**src/rtl/uart_rx_pkg.sv**
```systemverilog
package uart_rx_pkg;
  localparam int ST_PSEL = 6;
  localparam int ST_PEN  = 5;
  localparam int ST_PERR = 4;
  localparam int ST_OERR = 3;
  localparam int ST_FERR = 2;
  localparam int ST_FULL = 1;
  localparam int ST_EN   = 0;

  typedef enum logic [2:0] {
    RX_IDLE,
    RX_START,
    RX_DATA,
    RX_PAR,
    RX_STOP
  } rx_state_e;
endpackage

```
**src/rtl/uart_rx_sync.sv**
```systemverilog
module uart_rx_sync #(
  parameter int STAGES  = 2,
  parameter bit RST_VAL = 1'b1
) (
  input  logic clk,
  input  logic rst,
  input  logic d,
  output logic q
);
  logic [STAGES-1:0] chain;

  always_ff @(posedge clk) begin
    if (rst) chain <= {STAGES{RST_VAL}};
    else     chain <= {chain[STAGES-2:0], d};
  end

  assign q = chain[STAGES-1];
endmodule

```
**src/rtl/uart_rx_deser.sv**
```systemverilog
module uart_rx_deser
  import uart_rx_pkg::*;
#(
  parameter int DATA_W = 8,
  parameter int OVS    = 16
) (
  input  logic              clk,
  input  logic              rst,
  input  logic              en,
  input  logic              tick,
  input  logic              line,
  input  logic              par_en,
  input  logic              par_even,
  output logic              done,
  output logic [DATA_W-1:0] data,
  output logic              par_bad,
  output logic              stop_bad
);
  localparam int CNT_W = $clog2(OVS);
  localparam int IDX_W = $clog2(DATA_W);
  localparam logic [CNT_W-1:0] MID_CNT  = CNT_W'(OVS / 2 - 1);
  localparam logic [CNT_W-1:0] LAST_CNT = CNT_W'(OVS - 1);
  localparam logic [IDX_W-1:0] LAST_IDX = IDX_W'(DATA_W - 1);

  rx_state_e         state;
  logic [CNT_W-1:0]  cnt;
  logic [IDX_W-1:0]  idx;
  logic [DATA_W-1:0] shreg;

  always_ff @(posedge clk) begin
    if (rst) begin
      state    <= RX_IDLE;
      cnt      <= '0;
      idx      <= '0;
      shreg    <= '0;
      done     <= 1'b0;
      par_bad  <= 1'b0;
      stop_bad <= 1'b0;
    end else begin
      done <= 1'b0;
      if (!en) begin
        state <= RX_IDLE;
      end else if (tick) begin
        case (state)
          RX_IDLE: begin
            if (!line) begin
              state <= RX_START;
              cnt   <= '0;
            end
          end
          RX_START: begin
            if (cnt == MID_CNT) begin
              if (line) begin
                state <= RX_IDLE;
              end else begin
                state   <= RX_DATA;
                cnt     <= '0;
                idx     <= '0;
                par_bad <= 1'b0;
              end
            end else begin
              cnt <= cnt + 1'b1;
            end
          end
          RX_DATA: begin
            if (cnt == LAST_CNT) begin
              cnt   <= '0;
              shreg <= {line, shreg[DATA_W-1:1]};
              if (idx == LAST_IDX) state <= par_en ? RX_PAR : RX_STOP;
              else                 idx   <= idx + 1'b1;
            end else begin
              cnt <= cnt + 1'b1;
            end
          end
          RX_PAR: begin
            if (cnt == LAST_CNT) begin
              cnt     <= '0;
              par_bad <= ((^shreg) ^ line) == par_even;
              state   <= RX_STOP;
            end else begin
              cnt <= cnt + 1'b1;
            end
          end
          RX_STOP: begin
            if (cnt == LAST_CNT) begin
              done     <= 1'b1;
              stop_bad <= !line;
              state    <= RX_IDLE;
            end else begin
              cnt <= cnt + 1'b1;
            end
          end
          default: state <= RX_IDLE;
        endcase
      end
    end
  end

  assign data = shreg;
endmodule

```
**src/rtl/uart_rx_regs.sv**
```systemverilog
module uart_rx_regs
  import uart_rx_pkg::*;
#(
  parameter int DATA_W = 8
) (
  input  logic              clk,
  input  logic              rst,
  input  logic              ctl_wr,
  input  logic [7:0]        ctl_wdata,
  input  logic              stat_rd,
  input  logic              done,
  input  logic [DATA_W-1:0] frame_data,
  input  logic              par_bad,
  input  logic              stop_bad,
  output logic              en,
  output logic              par_en,
  output logic              par_even,
  output logic              full,
  output logic              perr,
  output logic              oerr,
  output logic              ferr,
  output logic [DATA_W-1:0] rdata
);
  logic overrun, accept, en_rise;
  logic unused_wbits;

  assign overrun      = done & full & ~stat_rd;
  assign accept       = done & ~overrun;
  assign en_rise      = ctl_wr & ctl_wdata[ST_EN] & ~en;
  assign unused_wbits = ^{ctl_wdata[7], ctl_wdata[ST_FULL]};

  always_ff @(posedge clk) begin
    if (rst) begin
      en       <= 1'b0;
      par_en   <= 1'b0;
      par_even <= 1'b0;
      full     <= 1'b0;
      perr     <= 1'b0;
      oerr     <= 1'b0;
      ferr     <= 1'b0;
      rdata    <= '0;
    end else begin
      if (ctl_wr) begin
        en       <= ctl_wdata[ST_EN];
        par_en   <= ctl_wdata[ST_PEN];
        par_even <= ctl_wdata[ST_PSEL];
      end
      perr <= (perr & (~ctl_wr | ctl_wdata[ST_PERR])) | (done & par_bad);
      oerr <= (oerr & (~ctl_wr | ctl_wdata[ST_OERR])) | overrun;
      ferr <= (ferr & (~ctl_wr | ctl_wdata[ST_FERR])) | (done & stop_bad);
      if (done)                   full <= 1'b1;
      else if (stat_rd | en_rise) full <= 1'b0;
      if (accept) rdata <= frame_data;
    end
  end
endmodule

```
**src/rtl/uart_rx_core.sv**
```systemverilog
module uart_rx_core
  import uart_rx_pkg::*;
#(
  parameter int DATA_W      = 8,
  parameter int OVS         = 16,
  parameter int SYNC_STAGES = 2
) (
  input  logic              clk,
  input  logic              rst,
  input  logic              rx_in,
  input  logic              os_tick,
  input  logic              ctl_wr,
  input  logic [7:0]        ctl_wdata,
  input  logic              stat_rd,
  output logic [7:0]        status,
  output logic [DATA_W-1:0] rx_data,
  output logic              buf_full,
  output logic              par_err,
  output logic              ovr_err,
  output logic              frm_err
);
  logic              line_s;
  logic              en, par_en, par_even;
  logic              frame_done, frame_par_bad, frame_stop_bad;
  logic [DATA_W-1:0] frame_data;

  uart_rx_sync #(.STAGES(SYNC_STAGES), .RST_VAL(1'b1)) u_sync (
    .clk(clk), .rst(rst), .d(rx_in), .q(line_s)
  );

  uart_rx_deser #(.DATA_W(DATA_W), .OVS(OVS)) u_deser (
    .clk(clk), .rst(rst), .en(en), .tick(os_tick), .line(line_s),
    .par_en(par_en), .par_even(par_even), .done(frame_done),
    .data(frame_data), .par_bad(frame_par_bad), .stop_bad(frame_stop_bad)
  );

  uart_rx_regs #(.DATA_W(DATA_W)) u_regs (
    .clk(clk), .rst(rst), .ctl_wr(ctl_wr), .ctl_wdata(ctl_wdata),
    .stat_rd(stat_rd), .done(frame_done), .frame_data(frame_data),
    .par_bad(frame_par_bad), .stop_bad(frame_stop_bad),
    .en(en), .par_en(par_en), .par_even(par_even), .full(buf_full),
    .perr(par_err), .oerr(ovr_err), .ferr(frm_err), .rdata(rx_data)
  );

  always_comb begin
    status          = '0;
    status[ST_PSEL] = par_even;
    status[ST_PEN]  = par_en;
    status[ST_PERR] = par_err;
    status[ST_OERR] = ovr_err;
    status[ST_FERR] = frm_err;
    status[ST_FULL] = buf_full;
    status[ST_EN]   = en;
  end
endmodule

```
**config.mk**
```make
export PLATFORM = sky130hd
export DESIGN_NAME = uart_rx_core
export DESIGN_NICKNAME = d
export VERILOG_FILES = /design/src/rtl/uart_rx_pkg.sv /design/src/rtl/uart_rx_sync.sv /design/src/rtl/uart_rx_deser.sv /design/src/rtl/uart_rx_regs.sv /design/src/rtl/uart_rx_core.sv
export SDC_FILE = /design/constraint.sdc
export NUM_CORES = 1
export LEC_CHECK = 0
export BUFFER_PORTS_ARGS = -buffer_cell sky130_fd_sc_hd__buf_2
export CAP_MARGIN = 25
export CORE_ASPECT_RATIO = 0.75
export CORE_MARGIN = 8
export CORE_UTILIZATION = 45
export DETAILED_ROUTE_END_ITERATION = 10
export PLACE_DENSITY = 0.66
export SYNTH_ARGS = -nofsm -noshare
export SYNTH_HDL_FRONTEND = slang
export SYNTH_HIERARCHICAL = 1
export SYNTH_SLANG_ARGS = --single-unit
```
**constraint.sdc**
```tcl
create_clock -name clk -period 1.98 [get_ports clk]
set_input_delay 0.396 -clock clk [delete_from_list [all_inputs] [get_ports clk]]
set_output_delay 0.396 -clock clk [all_outputs]
set_load 0.005 [all_outputs]
```
== After elaboration in Yosys (flattened, before gate mapping) ==
Cells that the tools add are included.
Storage, ports and cells
  input port bits: 14
  bits in registers: 38
  output and inout port bits: 20
Cells by class
  multiplexer cells: 26
  $add $sub $neg: 2
  bitwise gates (word level): 24
  equal/unequal tests: 17
  reduce and logical (&&, ||, !) cells: 16
Operator list (count)
  $mux W3: 11
  $mux W4: 4
  $pmux W4 S4: 1
  $pmux W3 S5: 1
  $reduce_and A7 Y1: 2
  $reduce_and A4 Y1: 3
  $and A1 B1 Y1: 10
  $ne A2 B1 Y1 const B: 5
  $ne A2 B2 Y1 const B: 4
  $reduce_xor A8 Y1: 1
  $or A1 B1 Y1: 7
  $eq A3 B2 Y1 const B: 2
  $eq A3 B3 Y1 const B: 2
  $mux W1: 6
  $not A1 Y1: 6
  $pmux W3 S2: 1
  $reduce_and A6 Y1: 1
  $reduce_bool A2 Y1: 3
  $add A4 B1 Y4 const B: 1
  $eq A4 B3 Y1 const B: 1
  $eq A4 B4 Y1 const B: 1
  $reduce_bool A4 Y1: 1
  $reduce_or A2 Y1: 2
  $reduce_or A4 Y1: 1
  8 further kinds: 8

== Depth between registers and ports, before layout ==
Gate-level depths: netlist of run 1.
  depth in word-level cells: 5
  gate-level depth with buffers: 7

== Hierarchy ==
Netlist of run 1, hierarchy kept.
Modules (own cells, without submodules)
  uart_rx_deser: area an instance 1243.7 µm², seq. area each 420.4 µm², cells an instance 136, instances 1
  uart_rx_regs: area an instance 578.1 µm², seq. area each 300.3 µm², cells an instance 63, instances 1
  uart_rx_core: area an instance 63.8 µm², seq. area each 0.0 µm², cells an instance 9, instances 1
  uart_rx_sync: area an instance 52.6 µm², seq. area each 40.0 µm², cells an instance 4, instances 1

== Worst setup path after synthesis of run 1 ==
OpenSTA, ideal clock, no wires.
  kind: reg-to-reg
  start point: register u_deser.cnt[0]
  end point: register u_deser.idx[0]
  arrival time: 1.528 ns
  setup time: 0.128 ns
  buffers on the path: 1
  path slack: 0.324 ns
  cell stages (with the launch flop): 8
  path through: dfxtp_1 > ha_1 > nand4bb_1 > a311oi_1 > and3_1 > buf_2 > mux2i_1 > nor2_1
Between the ends
  word-level cells in the longest chain between the ends: 3
  elaborated cells on any way between the ends: 5
  classes of those cells: 4 x eq/ne; 1 x reduce/logical
Ends and longest elaborated chain
  from (decl): RTL line uart_rx_deser.sv:26  | logic [CNT_W-1:0] cnt;
  from (signal assigned): RTL line uart_rx_deser.sv:62  | cnt <= cnt + 1'b1;
  from (signal assigned): RTL line uart_rx_deser.sv:72  | cnt <= cnt + 1'b1;
  from (signal assigned): RTL line uart_rx_deser.sv:81  | cnt <= cnt + 1'b1;
  $eq A4 B4 Y1 or $eq A4 B3 Y1 (tied branches): RTL line uart_rx_deser.sv:66, uart_rx_deser.sv:52
  $ne A2 B1 Y1 (no line)
  $reduce_and A7 Y1 (no line) (*)
  to (signal assigned): RTL line uart_rx_deser.sv:70  | else idx <= idx + 1'b1;
  to (decl): RTL line uart_rx_deser.sv:27  | logic [IDX_W-1:0] idx;
Every way passes the cells marked *; elsewhere a longest branch is shown, timed or not.
A chain may end at the register's enable or synchronous reset.

== Worst setup path in the final report of run 1 ==
  start point: register u_deser.cnt[0]
  end point: register u_deser.par_bad
Between the ends
  word-level cells in the longest chain between the ends: 3
  elaborated cells on any way between the ends: 5
  classes of those cells: 4 x eq/ne; 1 x reduce/logical
Ends and longest elaborated chain
  $eq A4 B4 Y1 or $eq A4 B3 Y1 (tied branches): RTL line uart_rx_deser.sv:76, uart_rx_deser.sv:52
  $ne A2 B1 Y1 (no line)
  $reduce_and A6 Y1 (no line) (*)
  to (signal assigned): RTL line uart_rx_deser.sv:78  | par_bad <= ((^shreg) ^ line) == par_even;
  to (decl): RTL line uart_rx_deser.sv:16  | output logic par_bad,
Marked as above.

==> impl_metrics.tcl, run 1 <==
set metrics [dict create \
    place.gp.congestion 0.841 \
    grt_pass1_vias 1428 \
    vias 1520 \
    drt-wirelength-per-cell_um 13.5 \
    clock_skew_ps 5.58 \
    dr.pass1.iters 4 \
    antenna_found_initial 0 \
    synthMuxAreaShare_pct 5.68 \
    cts_tree "yes" \
    die_width_um 91.8 \
    vdd_drop_max_v 0.000339 \
    dp_hpwl_um 2920 \
    synthAdderAreaFrac_pct 1.94 \
    hold_violations 0 \
    synthesis.area_mm2 0.00194 \
    setup_viol 0 \
    synthXorXnorAreaFrac_pct 6.58 \
    powerDensity_mw_per_mm2 612 \
    syn_avg_cell_area_um2 9.14 \
    boundaryPins 34 \
    finalSetupTns_ps 0 \
    max_freq_ghz 0.550 \
    placedCellCount 286 \
    cts_max_level 2 \
    start_util_pct 47.2 \
    grt_pass1_wl_um 6700 \
    synth-warning-count 6 \
    arrival_ps 2030 \
    fin_crit_sh_pct 91.8 \
    endpoint_kind "register" \
    max-cap-violations 0 \
    grt_overflow 0 \
    nets 255 \
    grt_max_degree 20 \
    synth.net_count 229 \
    rsz0062_at_grt "false" \
    coreArea_mm2 0.00410 \
    synthSimpleGateAreaFrac_pct 21.6 \
    crit_required_ps 2190 \
    drv_slew 0 \
    synth_top_family_by_area "simple AND/OR/NAND/NOR gates" \
    layout-drive-gt1-share_pct 24.8 \
    syn_to_final_growth_pct 11.7 \
    status "finished, final reports clean" \
    design.die.area_mm2 0.00668 \
    cts_root_buffer "clkbuf_8" \
    synth_flop_cell "dfxtp_1" \
    fin_cells 293 \
    die_y_um 72.8 \
    cp_max_fo 6 \
    critPathKind "register to register" \
    ys_types 47 \
    clock_path_buffers 2 \
    power_leakage_nw 0.821 \
    n_antenna_cell 0 \
    synth-edff-count 0 \
    min_path_type "input pin to register" \
    async_reset_ff_share_pct 0 \
    drtIter0Drc 150 \
    detail-route-antenna-nets 0 \
    clkLatencyLatePin_ps 280 \
    cts_buffers 5 \
    portBuffers 30 \
    ys_seq_area_share_pct 39.3 \
    period_needed_ps 1820 \
    routed_via_density 5.19 \
    synth_compound_area_share_pct 16.1 \
    path_clk_slew_ps 70 \
    routed_wirelength_um 3950 \
    cts_setup_buffers 0 \
    grt_usage_pct 12.1 \
    netlist_instances 212 \
    rows 20 \
    ys_ff_latch 38 \
    cts_sinks 38 \
    remaining_drc_errors 0 \
    slew_headroom_pct 64.6 \
    cp-start-kind "register" \
    tightest_slew_ps 531 \
]
-- layer usage --
| layer | GRT usage (%) | up-vias | wire [um] |
|---|---|---|---|
| met5 | 0 | - | 0 |
| met4 | 3.20 | 0 | 8 |
| met3 | 4.32 | 2 | 309 |
| met2 | 18.4 | 37 | 1680 |
| met1 | 15.8 | 701 | 1950 |
| li1 | - | 780 | - |
-- through the flow --
stage / util, % / instance area [um2] / total power, mW / hold slack (ps) / setup slack, ps
2_1_floorplan: - / 1940 / 0.831 / 383 / 324
3_3_place_gp: 50.8 / 2080 / 0.856 / 387 / 133
3_5_place_dp: 50.8 / 2080 / 0.856 / 393 / 123
4_1_cts: 52.7 / 2160 / 1.35 / 287 / 98.7
5_1_grt: 52.7 / 2160 / 1.38 / 281 / 5.35
6_report: 52.7 / 2160 / 1.33 / 298 / 162
-- power by group --
group	internal, mW	total, mW	switching (mW)	leakage [nW]
sequential	0.769	0.777	0.00720	0.307
clock	0.236	0.487	0.251	0.0438
combinational	0.0292	0.0618	0.0325	0.470
-- final timing paths --
check                               from                            to  slack [ps]  cells after the start
min reg2reg   u_sync/chain[0]$_SDFF_PP1_    u_sync/chain[1]$_SDFF_PP1_         410                      1
max          u_deser/cnt[0]$_SDFFE_PP0P_  u_deser/par_bad$_SDFFE_PP0P_         160                      6
min                                rx_in    u_sync/chain[0]$_SDFF_PP1_         300                      2
max reg2reg  u_deser/cnt[0]$_SDFFE_PP0P_  u_deser/par_bad$_SDFFE_PP0P_         160                      6
-- what timing repair did --
action                     4_1_cts  5_1_grt
gates resized for setup          0        1
hold buffers                     0        0
setup endpoints to repair        0        7
-- worst max-delay path: stages, from the launching register on --
cell       delay, ps
dfxtp_1          380
ha_2             280
nand4bb_1        120
a311oi_1         360
nand2_1          130
or3_1            360
a21oi_1          130
-- cells in the mapped netlist, types with 2 or more instances --
cell	n	area share, %
dfxtp_1	38	39
a21oi_1	25	6.5
nor2_1	19	3.7
nand2_1	14	2.7
mux2i_1	11	5.7
o21ai_1	11	2.8
nand3b_1	9	3.5
buf_4	8	3.1
o21ai_0	8	2.1
xnor2_1	7	3.2
nand3_1	5	1.3
buf_6	4	2.3
inv_1	4	0.77
nand2b_1	4	1.3
buf_2	3	0.77
ha_1	3	1.9
a311oi_1	2	0.90
and3_1	2	0.65
clkbuf_1	2	0.39
inv_2	2	0.39
nand4_1	2	0.65
or2_1	2	0.65
or3_1	2	0.65
or4_1	2	0.77
-- cells in the final DEF (no fill, tap or decap), types with 8 or more instances in the layout --
cell      synthesis  layout
nor2_1           19      19
nand3b_1          9       9
nand2_1          14      14
buf_2             3      30
dfxtp_1          38      38
o21ai_0           8       8
a21oi_1          25      25
o21ai_1          11      11
mux2i_1          11      11
-- logic make-up (layout without fill, tap and decap cells) --
family	after synthesis	after routing
buffers and inverters	25	51
other	1	1
DFF	38	38
adders and majority gates	3	3
muxes	11	11
xor gates and xnor gates	10	10
and+or+nand+nor	71	71
AOI/OAI and AO/OA	53	53
-- sequential cells by signal (all words and copies together), names as in the netlist --
register,cells
u_regs/full,1
u_regs/par_even,1
u_deser/idx,3
u_deser/state,3
u_regs/par_en,1
u_deser/cnt,4
u_deser/par_bad,1
u_deser/done,1
u_deser/data,8
u_regs/ferr,1
u_regs/perr,1
u_regs/oerr,1
u_regs/rdata,8
u_sync/chain,2
u_regs/en,1
u_deser/stop_bad,1
-- layout make-up --
cell class	count	area [um2]
fill	413	1940
clock buffer	5	68.8
inverter	6	22.5
multi-input combinational	149	1010
clock inverter	2	10.0
timing repair buffer	38	223
tap	55	68.8
sequential	38	761
Power figures use the tool's default switching activity.
==> run 2: changes to the inputs <==
--- a/config.mk
+++ b/config.mk
@@ -12,6 +12,7 @@
 export CORE_UTILIZATION = 45
 export DETAILED_ROUTE_END_ITERATION = 10
 export PLACE_DENSITY = 0.66
+export RECOVER_POWER = 50
 export SYNTH_ARGS = -nofsm -noshare
 export SYNTH_HDL_FRONTEND = slang
 export SYNTH_HIERARCHICAL = 1
==> run 2 against run 1 <==
- global-route usage did not move
- clock skew barely moved
- via count up 0.33%
- critical path depth is the same
- cell count unchanged
- utilization is 0.46 points lower
==> impl_metrics.tcl, run 2 (synthesis results as in run 1) <==
set metrics [dict create \
    status "finished, final reports clean" \
    dp_hpwl_um 2920 \
    seq_area_um2 761 \
    min_path_type "input pin to register" \
    cts_tree "yes" \
    vdd_drop_max_v 0.000341 \
    fin_crit_sh_pct 91.9 \
    coreArea_mm2 0.00410 \
    clock_path_buffers 2 \
    endpoint_kind "register" \
    detail-route-antenna-nets 0 \
    dr.pass1.iters 4 \
    tightest_slew_ps 924 \
    max_freq_ghz 0.550 \
    vias 1525 \
    grt_max_degree 20 \
    drtIter0Drc 130 \
    die_y_um 72.8 \
    startpoint "u_deser/cnt[0]$_SDFFE_PP0P_" \
    final.fill_count 422 \
    arrival_ps 2030 \
    cts_buffers 5 \
    finalSetupTns_ps 0 \
    cts_hold_buf 0 \
    grt_pass1_vias 1428 \
    nets 255 \
    rsz0062_at_grt "false" \
    powerDensity_mw_per_mm2 618 \
    holdPathStages 2 \
    critPathKind "register to register" \
    n_antenna_cell 0 \
    remaining_drc_errors 0 \
    layout-drive-gt1-share_pct 20.6 \
    power_leakage_nw 0.781 \
    routed_wirelength_um 3960 \
    whs_endpoint "u_sync/chain[0]$_SDFF_PP1_" \
    grt_usage_pct 12.1 \
    max-cap-violations 0 \
    path_clk_slew_ps 70 \
    final_common_cell "dfxtp_1" \
    worstRegToRegCells 6 \
    rows 20 \
    portBuffers 30 \
    slew_headroom_pct 38.3 \
    hp-start "rx_in" \
    die_width_um 91.8 \
    cts_sinks 38 \
    antenna_found_initial 0 \
    routed_via_density 5.20 \
    cts_root_buffer "clkbuf_8" \
    reg2reg_to "u_deser/par_bad$_SDFFE_PP0P_" \
    setup_ws_ps 161 \
    cts_max_level 2 \
    grt_pass1_wl_um 6700 \
    rrSetupSlack_ps 160 \
    drt-wirelength-per-cell_um 13.5 \
    hold_violations 0 \
    clkLatencyLatePin_ps 280 \
    syn_to_final_growth_pct 10.7 \
    crit_required_ps 2190 \
    clock_skew_ps 5.58 \
    cp-start-kind "register" \
    multi_input_area_mm2 0.00100 \
    setup_viol 0 \
    design.die.area_mm2 0.00668 \
    pre_cts_slack_ps 123 \
    grt_overflow 0 \
    start_util_pct 47.2 \
    cp_max_fo 6 \
    placed_area_mm2 0.00208 \
    r2r_start "u_deser/cnt[0]$_SDFFE_PP0P_" \
    final_cell_mix "dfxtp_1 (38), a21oi_1 (25), buf_2 (21)" \
    stdcell_area_mm2 0.00215 \
    drv_slew 0 \
    period_needed_ps 1820 \
    place.gp.congestion 0.841 \
    boundaryPins 34 \
]
-- run 2: cell types whose count changed in the layout (fill, tap and decap cells not counted) --
cell,previous run,this run
buf_2,30,21
o21ai_0,8,13
clkbuf_1,0,9
o21ai_1,11,6
nor2b_1,0,1
nor2b_4,1,0
-- run 2: worst max-delay path, stage by stage (launching register included) --
cell       delay, ps
dfxtp_1          380
ha_2             280
nand4bb_1        120
a311oi_1         360
nand2_1          130
or3_1            360
a21oi_1          130
-- run 2: how the worst max path moves through the flow --
stage	end	slack [ps]	cells after the start
detailed placement	u_deser/cnt[0]$_SDFFE_PP0P_	120	6
global route	u_deser/par_bad$_SDFFE_PP0P_	5	6
CTS	u_deser/par_bad$_SDFFE_PP0P_	100	6
floorplan	u_deser/idx[0]$_SDFFE_PP0P_	320	7
global placement	u_deser/par_bad$_SDFFE_PP0P_	130	6
finish	u_deser/par_bad$_SDFFE_PP0P_	160	6
-- run 2: layer usage --
metal	global-route usage, %	vias to the layer above	routed length, um	part of all wire, %
met5	0	-	0	0
met4	3.20	0	8	0.20
met3	4.32	2	291	7.4
met2	18.4	39	1670	42
met1	15.8	705	1980	50
li1	-	779	-	-
-- run 2: per-stage QoR --
stage	instances	power, mW	utilization (%)	hold slack, ps
after CTS	293	1.35	52.7	287
final	293	1.33	52.3	298
after global placement	286	0.856	50.8	387
after global routing	293	1.38	52.3	281
after detailed placement	286	0.856	50.8	393
after floorplan	212	0.831	-	383
-- run 2: cell type report --
type / instances / share of cell area (%)
multi-input combinational: 149 / 46.8
sequential: 38 / 35.5
timing repair buffer: 38 / 9.85
clock buffer: 5 / 3.21
tap: 55 / 3.21
inverter: 6 / 1.05
clock inverter: 2 / 0.466
-- run 2: timing repair --
| action | in CTS | in global routing |
|---|---|---|
| endpoints found under the setup margin | 0 | 7 |
| buffers inserted | 0 | 0 |
| resized for setup | 0 | 1 |
-- run 2: where the power goes --
group          leakage [nW]  total, mW  internal, mW  switching [mW]
sequential            0.307      0.777         0.769         0.00728
combinational         0.431     0.0612        0.0292          0.0320
clock                0.0438      0.488         0.236           0.252
==> run 3: changes to the inputs <==
--- a/config.mk
+++ b/config.mk
@@ -7,8 +7,8 @@
 export LEC_CHECK = 0
 export BUFFER_PORTS_ARGS = -buffer_cell sky130_fd_sc_hd__buf_2
 export CAP_MARGIN = 25
-export CORE_ASPECT_RATIO = 0.75
-export CORE_MARGIN = 8
+export CORE_ASPECT_RATIO = 0.9
+export CORE_MARGIN = 3
 export CORE_UTILIZATION = 45
 export DETAILED_ROUTE_END_ITERATION = 10
 export PLACE_DENSITY = 0.66
==> run 3 against run 2 <==
- maximum frequency is 1.4% lower
- global-route usage is 3.2 points higher
- combinational power is 1% lower
- critical path type unchanged
- largest cell class unchanged
==> impl_metrics.tcl, run 3 (synthesis results as in run 1) <==
set metrics [dict create \
    status "finished, final reports clean" \
    rrSetupSlack_ps 130 \
    clkLatencyLatePin_ps 280 \
    cts_tree "yes" \
    cts_root_buffer "clkbuf_8" \
    routed_wirelength_um 3680 \
    boundaryPins 34 \
    r2r_start "u_deser/state[0]$_SDFFE_PP0P_" \
    min_path_type "input pin to register" \
    clock_skew_ps 6.80 \
    hp-start "rx_in" \
    max-cap-violations 0 \
    cts_resized 0 \
    cp.buffers_inverters 0 \
    cts_max_level 2 \
    tightest_slew_ps 973 \
    cp-start-kind "register" \
    portBuffers 30 \
    routed_via_density 5.32 \
    whs_endpoint "u_sync/chain[0]$_SDFF_PP1_" \
    drtIter0Drc 113 \
    cts_hold_buf 0 \
    cp_slowest_cell "dfxtp_1" \
    design.die.area_mm2 0.00513 \
    rows 21 \
    slew_headroom_pct 35.1 \
    finalSetupTns_ps 0 \
    nets 255 \
    rsz0062_at_grt "false" \
    grt_pass1_wl_um 6000 \
    cts_setup_buffers 0 \
    critPathKind "register to register" \
    holdPathStages 2 \
    layout-drive-gt1-share_pct 17.2 \
    grt_overflow 0 \
    fin_crit_sh_pct 93.2 \
    drt-wirelength-per-cell_um 12.9 \
    max_freq_ghz 0.542 \
    cts_sinks 38 \
    clock_path_buffers 2 \
    stdcell_area_mm2 0.00214 \
    powerDensity_mw_per_mm2 674 \
    final_common_cell "dfxtp_1" \
    utilization_pct 54.7 \
    start_util_pct 49.5 \
    path_clk_slew_ps 70 \
    die_y_um 68.3 \
    worstRegToRegCells 5 \
    arrival_ps 2070 \
    drv_slew 0 \
    cts_buffers 5 \
    vias 1517 \
    path_delay_family "flip-flops" \
    n_antenna_cell 0 \
    dp_hpwl_um 2710 \
    final_cell_mix "dfxtp_1 (38), a21oi_1 (25), nor2_1 (19)" \
    syn_to_final_growth_pct 10.6 \
    vdd_drop_max_v 0.000379 \
    grt_max_degree 26 \
    die_width_um 75.2 \
    coreArea_mm2 0.00392 \
    path_cells "nand2b_4 > xnor2_2 > a31oi_4 > or4_1 > a21oi_1" \
    grt_usage_pct 15.3 \
    dr.pass1.iters 4 \
    reg2reg_to "u_deser/state[2]$_SDFFE_PP0P_" \
    period_needed_ps 1850 \
    grt_pass1_vias 1307 \
    endpoint_kind "register" \
    remaining_drc_errors 0 \
    hold_violations 0 \
    crit_required_ps 2200 \
    antenna_found_initial 0 \
    setup_viol 0 \
    placed_area_mm2 0.00206 \
    detail-route-antenna-nets 0 \
    power_leakage_nw 0.762 \
    cp_max_fo 10 \
    place.gp.congestion 0.845 \
    crit_path_max_incr_delay_ps 650 \
]
[run 3: cell types whose count changed in the layout (fill, tap and decap cells not counted), moves of 2 or more]
cell,delta
clkbuf_8,+3
buf_2,-6
clkinv_2,-2
o21ai_0,-4
o21ai_1,+4
clkbuf_1,+8
[run 3: per-stage QoR]
step	instances	worst slack, ps	hold slack, ps	power, mW
after global placement	277	201	388	0.855
after global routing	285	5.25	298	1.50
after floorplan	212	324	383	0.831
after detailed placement	277	169	389	0.855
final	285	135	294	1.44
after CTS	285	140	288	1.46
[run 3: power breakdown]
part	switching (mW)	internal, mW
sequential	0.00567	0.769
combinational	0.0333	0.0272
clock	0.257	0.351
[run 3: final cells by class]
type	instances	area [um2]
inverters	6	22.5
well taps	46	57.6
clock buffers	8	110
multi-input cells	149	1010
fillers	379	1770
flip-flops and latches	38	761
repair buffers	38	184
[run 3: worst max path at each step]
stage,from,to,cells past startpoint
after floorplan,u_deser/cnt[0]$_SDFFE_PP0P_,u_deser/idx[0]$_SDFFE_PP0P_,7
after global placement,u_deser/state[0]$_SDFFE_PP0P_,u_deser/state[2]$_SDFFE_PP0P_,5
after detailed placement,u_deser/state[0]$_SDFFE_PP0P_,u_deser/state[1]$_SDFFE_PP0P_,5
after CTS,u_deser/state[0]$_SDFFE_PP0P_,u_deser/state[1]$_SDFFE_PP0P_,5
after global routing,u_deser/cnt[0]$_SDFFE_PP0P_,u_deser/idx[1]$_SDFFE_PP0P_,6
final,u_deser/state[0]$_SDFFE_PP0P_,u_deser/state[2]$_SDFFE_PP0P_,5
[run 3: metal layers]
| layer | GRT usage [%] | part of all wire, % |
|---|---|---|
| met3 | 4.41 | 5.4 |
| met1 | 21.6 | 51 |
| met5 | 0 | 0 |
| met2 | 22.2 | 43 |
| met4 | 5.24 | 1.1 |
